## src/rtl/wdog_pkg.sv

```systemverilog
package wdog_pkg;
  localparam int CFG_W      = 8;
  localparam int CLR_BIT    = 6;
  localparam int RATE_BIT   = 5;
  localparam int PRE_BITS   = 4;

  typedef logic [CFG_W-1:0] cfg_byte_t;

  function automatic cfg_byte_t pack_readback(input logic rate);
    cfg_byte_t b;
    b           = '0;
    b[RATE_BIT] = rate;
    return b;
  endfunction
endpackage

```

## src/rtl/wdog_rst_sync.sv

```systemverilog
module wdog_rst_sync #(
  parameter int STAGES = 2
) (
  input  logic clk_i,
  input  logic rst_ni,
  output logic rst_no
);
  logic [STAGES-1:0] sync_q;

  always_ff @(posedge clk_i or negedge rst_ni) begin
    if (!rst_ni) sync_q <= '0;
    else         sync_q <= {sync_q[STAGES-2:0], 1'b1};
  end

  assign rst_no = sync_q[STAGES-1];
endmodule

```

## src/rtl/wdog_cfg_reg.sv

```systemverilog
module wdog_cfg_reg
  import wdog_pkg::*;
(
  input  logic      clk_i,
  input  logic      rst_ni,
  input  logic      we_i,
  input  cfg_byte_t wdata_i,
  output logic      rate_o,
  output logic      clr_o,
  output cfg_byte_t rdata_o
);
  logic rate_q, rate_d;

  always_comb begin
    rate_d = rate_q;
    if (we_i) rate_d = wdata_i[RATE_BIT];
  end

  always_ff @(posedge clk_i or negedge rst_ni) begin
    if (!rst_ni) rate_q <= 1'b0;
    else         rate_q <= rate_d;
  end

  assign clr_o   = we_i & wdata_i[CLR_BIT];
  assign rate_o  = rate_q;
  assign rdata_o = pack_readback(rate_q);
endmodule

```

## src/rtl/wdog_prescaler.sv

```systemverilog
module wdog_prescaler #(
  parameter int BITS = 4
) (
  input  logic clk_i,
  input  logic rst_ni,
  input  logic run_i,
  input  logic clr_i,
  output logic carry_o
);
  logic [BITS-1:0] div_q, div_d;

  always_comb begin
    div_d = div_q;
    if (clr_i)      div_d = '0;
    else if (run_i) div_d = div_q + 1'b1;
  end

  always_ff @(posedge clk_i or negedge rst_ni) begin
    if (!rst_ni) div_q <= '0;
    else         div_q <= div_d;
  end

  assign carry_o = run_i & (&div_q);
endmodule

```

## src/rtl/wdog_stage_counter.sv

```systemverilog
module wdog_stage_counter #(
  parameter int LONG_STAGE  = 14,
  parameter int SHORT_STAGE = 8
) (
  input  logic clk_i,
  input  logic rst_ni,
  input  logic step_i,
  input  logic clr_i,
  input  logic rate_i,
  output logic ovf_o
);
  localparam int CNT_W = LONG_STAGE;
  localparam logic [CNT_W-1:0] LONG_LAST  = '1;
  localparam logic [CNT_W-1:0] SHORT_LAST = CNT_W'((64'd1 << SHORT_STAGE) - 64'd1);

  logic [CNT_W-1:0] cnt_q, cnt_d;
  logic [CNT_W-1:0] last_val;

  generate
    if (SHORT_STAGE < LONG_STAGE) begin : g_dual
      assign last_val = rate_i ? SHORT_LAST : LONG_LAST;
    end else begin : g_single
      assign last_val = LONG_LAST;
    end
  endgenerate

  assign ovf_o = step_i & (cnt_q >= last_val);

  always_comb begin
    cnt_d = cnt_q;
    if (clr_i || ovf_o) cnt_d = '0;
    else if (step_i)    cnt_d = cnt_q + 1'b1;
  end

  always_ff @(posedge clk_i or negedge rst_ni) begin
    if (!rst_ni) cnt_q <= '0;
    else         cnt_q <= cnt_d;
  end
endmodule

```

## src/rtl/wdog_reset_timer.sv

```systemverilog
module wdog_reset_timer
  import wdog_pkg::*;
#(
  parameter int LONG_STAGE  = 14,
  parameter int SHORT_STAGE = 8,
  parameter int SYNC_STAGES = 2
) (
  input  logic       clk_i,
  input  logic       rst_ni,
  input  logic       tick_i,
  input  logic       wdog_en_i,
  input  logic       lp_green_i,
  input  logic       lp_halt_i,
  input  logic       cfg_we_i,
  input  logic [7:0] cfg_wdata_i,
  output logic [7:0] cfg_rdata_o,
  output logic       wdog_rst_o
);
  logic rst_core_n;
  logic rate, clr_strobe, run, pre_clr, pre_carry, ovf;
  logic pulse_q, pulse_d;

  wdog_rst_sync #(.STAGES(SYNC_STAGES)) u_sync (
    .clk_i (clk_i),
    .rst_ni(rst_ni),
    .rst_no(rst_core_n)
  );

  wdog_cfg_reg u_cfg (
    .clk_i  (clk_i),
    .rst_ni (rst_core_n),
    .we_i   (cfg_we_i),
    .wdata_i(cfg_wdata_i),
    .rate_o (rate),
    .clr_o  (clr_strobe),
    .rdata_o(cfg_rdata_o)
  );

  assign run     = tick_i & wdog_en_i & ~lp_green_i & ~lp_halt_i;
  assign pre_clr = clr_strobe | ~wdog_en_i;

  wdog_prescaler #(.BITS(PRE_BITS)) u_pre (
    .clk_i  (clk_i),
    .rst_ni (rst_core_n),
    .run_i  (run),
    .clr_i  (pre_clr),
    .carry_o(pre_carry)
  );

  wdog_stage_counter #(
    .LONG_STAGE (LONG_STAGE),
    .SHORT_STAGE(SHORT_STAGE)
  ) u_cnt (
    .clk_i (clk_i),
    .rst_ni(rst_core_n),
    .step_i(pre_carry),
    .clr_i (pre_clr),
    .rate_i(rate),
    .ovf_o (ovf)
  );

  always_comb begin
    pulse_d = ovf & ~pre_clr;
  end

  always_ff @(posedge clk_i or negedge rst_core_n) begin
    if (!rst_core_n) pulse_q <= 1'b0;
    else             pulse_q <= pulse_d;
  end

  assign wdog_rst_o = pulse_q;
endmodule

```

## config.mk

```make
export PLATFORM = sky130hd
export DESIGN_NAME = wdog_reset_timer
export DESIGN_NICKNAME = d
export VERILOG_FILES = /design/src/rtl/wdog_pkg.sv /design/src/rtl/wdog_rst_sync.sv /design/src/rtl/wdog_cfg_reg.sv /design/src/rtl/wdog_prescaler.sv /design/src/rtl/wdog_stage_counter.sv /design/src/rtl/wdog_reset_timer.sv
export SDC_FILE = /design/constraint.sdc
export NUM_CORES = 1
export LEC_CHECK = 0
export CAP_MARGIN = 20
export CORE_ASPECT_RATIO = 0.6
export CORE_MARGIN = 2
export CORE_UTILIZATION = 56
export CTS_BUF_LIST = sky130_fd_sc_hd__clkbuf_8
export CTS_CLUSTER_DIAMETER = 120
export CTS_CLUSTER_SIZE = 24
export DETAILED_ROUTE_END_ITERATION = 8
export DONT_BUFFER_PORTS = 1
export PLACE_DENSITY = 0.72
export SYNTH_ARGS = -nofsm -noshare
export SYNTH_HDL_FRONTEND = slang
export SYNTH_HIERARCHICAL = 1
export SYNTH_SLANG_ARGS = --single-unit
export TNS_END_PERCENT = 100
```

## constraint.sdc

```tcl
create_clock -name clk_i -period 2.2 [get_ports clk_i]
set_clock_uncertainty 0.2 [all_clocks]
set_input_delay 0.66 -clock clk_i [delete_from_list [all_inputs] [get_ports clk_i]]
set_output_delay 0.66 -clock clk_i [all_outputs]
set_load 0.05 [all_outputs]
```

==> results.md <==
* Area Growth Syn to Fin at 15.9%
* Top FF cell, synth: dfrtp_1
* Fmax at 0.459 GHz
* Max-Cap Viols at 0
* #FFs+latches synth at 22
* Setup TNS at 0 ns
* Final Critical Period at 2.18 ns
* Simple-gate share of the synthesized area at 27.6%
* Mapped Avg Cell Area at 10.3 µm²
* Post-synthesis adder-cell area fraction at 7.05%
* Share of layout cells above drive strength 1 at 28.6%
* Hpwl dp at 2160 µm
* Compound-Gate Fraction of Synth Area at 10.2%
* Maximum vdd drop at 0.407 mV
* Placed instance area at 1460 µm²
* Crit path kind: flip-flop to flip-flop
* Routed Antenna Nets at 0
* YS warnings at 6
* Distinct cells, synth at 47
* Final setup vio count at 0
* Diodes inserted at 0
* GPL Wtd Cong at 0.875
* Number of global-route vias before repair at 971
* Outcome: finished clean
* Remaining Overflow, GRT at 0
* Startpoint types: flip-flop
* Starting Density at 57.9%
* Die area at 2970 µm²
* Clock Latency Late Sink at 0.26 ns
* Total power at 0.000811 W
* Final instance area at 1640 µm²
* RSZ-0062 raised after global routing: false
* Wirelength per Cell at 16.2 µm
* Mapped Cells at 138
* Die Y at 43.0 µm
* Worst EP required at 2.20 ns
* Core ar. at 2450 µm²
* Via Count at 1067
* Detailed Routing Iterations Pass 1 at 4
* First-pass GRT wire length at 4440 µm
* Root buffer cell: clkbuf_8
* H-Tree Depth at 1
* Placement Rows at 14
* Worst-Margin Slew at 0.785 ns
* DR iter-0 viols at 77
* Post-Synthesis Cell Area at 1420 µm²
* Fin util at 67.0%
* Num CTS Buffers at 3
* Final Cycle Share at 99.0%
* Die W at 69.0 µm
* Largest net degree at the start of global routing at 21
* Fin Hold WS at 0.126 ns
* FFs w/ async S/R, synth at 100%
* P_leak at 0.671 nW
* Combinational family with the most area after synthesis: simple AND/OR/NAND/NOR gates
* CP peak stage delay at 0.52 ns
* Total track usage at 20.8%
* CTS tree: built
* Arrival time worst endpoint at 2.18 ns
* Clock Pin Slew Worst Setup and Hold Paths at 0.08 ns
* IO buf count at 0
* Hold Vio Cnt, Final at 0
* Critical path, cell by cell: ha_4 > nand4_1 > nor4_2 > or3_4 > and2_4 > and3b_1
* Clock buffer depth at 2
* Pwr Density at 493 nW/µm²
* # fillers at 184
* Clock tree sinks at 22
* Number of enable flip-flop cells after synthesis at 0
* Crit-path slowest cell: dfrtp_2
* # DRC at 0
* Endpoint class of the critical path: flip-flop
* Routed WL at 2890 µm
* Seq/Total Area, Yosys at 38.8%
* Antenna violations before repair at 0
* IO Count at 24
* Rel. slew slack at 47.7%
* Slew Limit Fails at 0
* Vias per inst at 5.96
* Worst min-delay path class: flip-flop to async pin
* Proportion of synthesized area in mux cells at 3.53%
* XOR/XNOR Fraction of Synth Area at 5.56%
* Final nets at 171
* CP max FO at 6
==> layout by cell type (no fill, tap or decap), drive strengths merged, types with 3 or more instances in the layout <==
cell type / netlist / layout
a21oi: 4 / 4
buf: 10 / 8
clkbuf: 0 / 4
conb: 2 / 8
dfrtp: 22 / 22
ha: 8 / 8
inv: 5 / 5
nand2: 12 / 12
nand3: 7 / 7
nand4: 5 / 5
nor2: 16 / 16
nor4: 7 / 7
o21ai: 3 / 3
xnor2: 8 / 8
==> layer usage <==
metal  wire, µm  part of all wire (%)  track usage (%)  vias up
li1           -                     -                -      495
met1       1360                    47             31.4      517
met2       1290                    45             29.8       49
met3        227                   7.8             5.84        6
met4         21                  0.73             4.31        0
met5          0                     0                0        -
==> kinds of logic after synthesis <==
group,Yosys count
AOI/OAI and AO/OA,18
xor gates and xnor gates,9
adders and majority gates,8
buffers and inverters,15
DFF,22
muxes,4
other,2
and+or+nand+nor,60
==> metrics by stage <==
stage | setup slack [ns] | std cells
2_1_floorplan | -0.0673 | 144
3_3_place_gp | -0.0713 | 173
3_5_place_dp | -0.103 | 173
4_1_cts | 0.00231 | 178
5_1_grt | 0.0148 | 179
6_report | 0.0225 | 179
==> path summary, 6_finish.rpt <==
check	start	to	slack, ns	depth (start not counted)
worst max register to register	u_cfg/rate_o	wdog_rst_o	0.02	6
max in group asynchronous	u_sync/sync_q[1]	u_cfg/rate_o	1.13	0
worst max-delay path	u_cfg/rate_o	wdog_rst_o	0.02	6
worst min register to register	u_sync/sync_q[1]	u_cnt/cnt_q[2]	0.13	0
min in group clk_i	u_sync/sync_q[0]	u_sync/sync_q[1]	0.17	0
worst min-delay path	u_sync/sync_q[1]	u_cnt/cnt_q[2]	0.13	0
==> timing repair <==
item,4_1_cts,5_1_grt
hold buffers,1,0
gates cloned,0,0
resized for setup,2,13
setup endpoints to repair,1,2
buffers inserted,0,1
hold endpoints to repair,2,0
pin swaps,0,4
==> flip-flops by register name, summed over array words and instances, names as in the netlist <==
signal	flops
u_cfg/rate_o	1
u_cnt/cnt_q	14
u_pre/div_q	4
u_sync/sync_q	2
wdog_rst_o	1
==> Yosys cell counts (2+ instances only) <==
cell | instances | area, µm²
nor4_1 | 2 | 12.5
dfrtp_1 | 22 | 551
o21ai_1 | 2 | 10.0
buf_4 | 8 | 60.1
mux2_4 | 2 | 30.0
conb_1 | 2 | 7.51
nand3_1 | 6 | 30.0
nor2_2 | 2 | 12.5
nand2_1 | 12 | 45.0
a21oi_1 | 4 | 20.0
nand4_1 | 3 | 18.8
inv_1 | 5 | 18.8
nor2_1 | 14 | 52.6
xnor2_1 | 8 | 70.1
mux2i_1 | 2 | 20.0
nor4_2 | 4 | 50.1
ha_1 | 8 | 100
or3_1 | 2 | 12.5
o31ai_1 | 2 | 15.0
==> critical path: cells and delay by family (launching register included) <==
family | cells | cell delay [ns]
and+or+nand+nor | 5 | 1.08
DFF | 1 | 0.52
adders and majority gates | 1 | 0.31
==> power breakdown <==
part,internal (W),switching (W)
Combinational,0.0000331,0.0000656
Clock,0.000159,0.000128
Sequential,0.000408,0.0000167
==> final cells by class <==
class,count,area [µm²],share of cell area [%]
multi-input cells,107,905,55.0
flip-flops and latches,22,552,33.6
repair buffers,9,73.8,4.49
clock buffers,4,55.1,3.35
well taps,32,40.0,2.44
inverters,5,18.8,1.14
No activity file was read; power rests on OpenSTA's default activity.
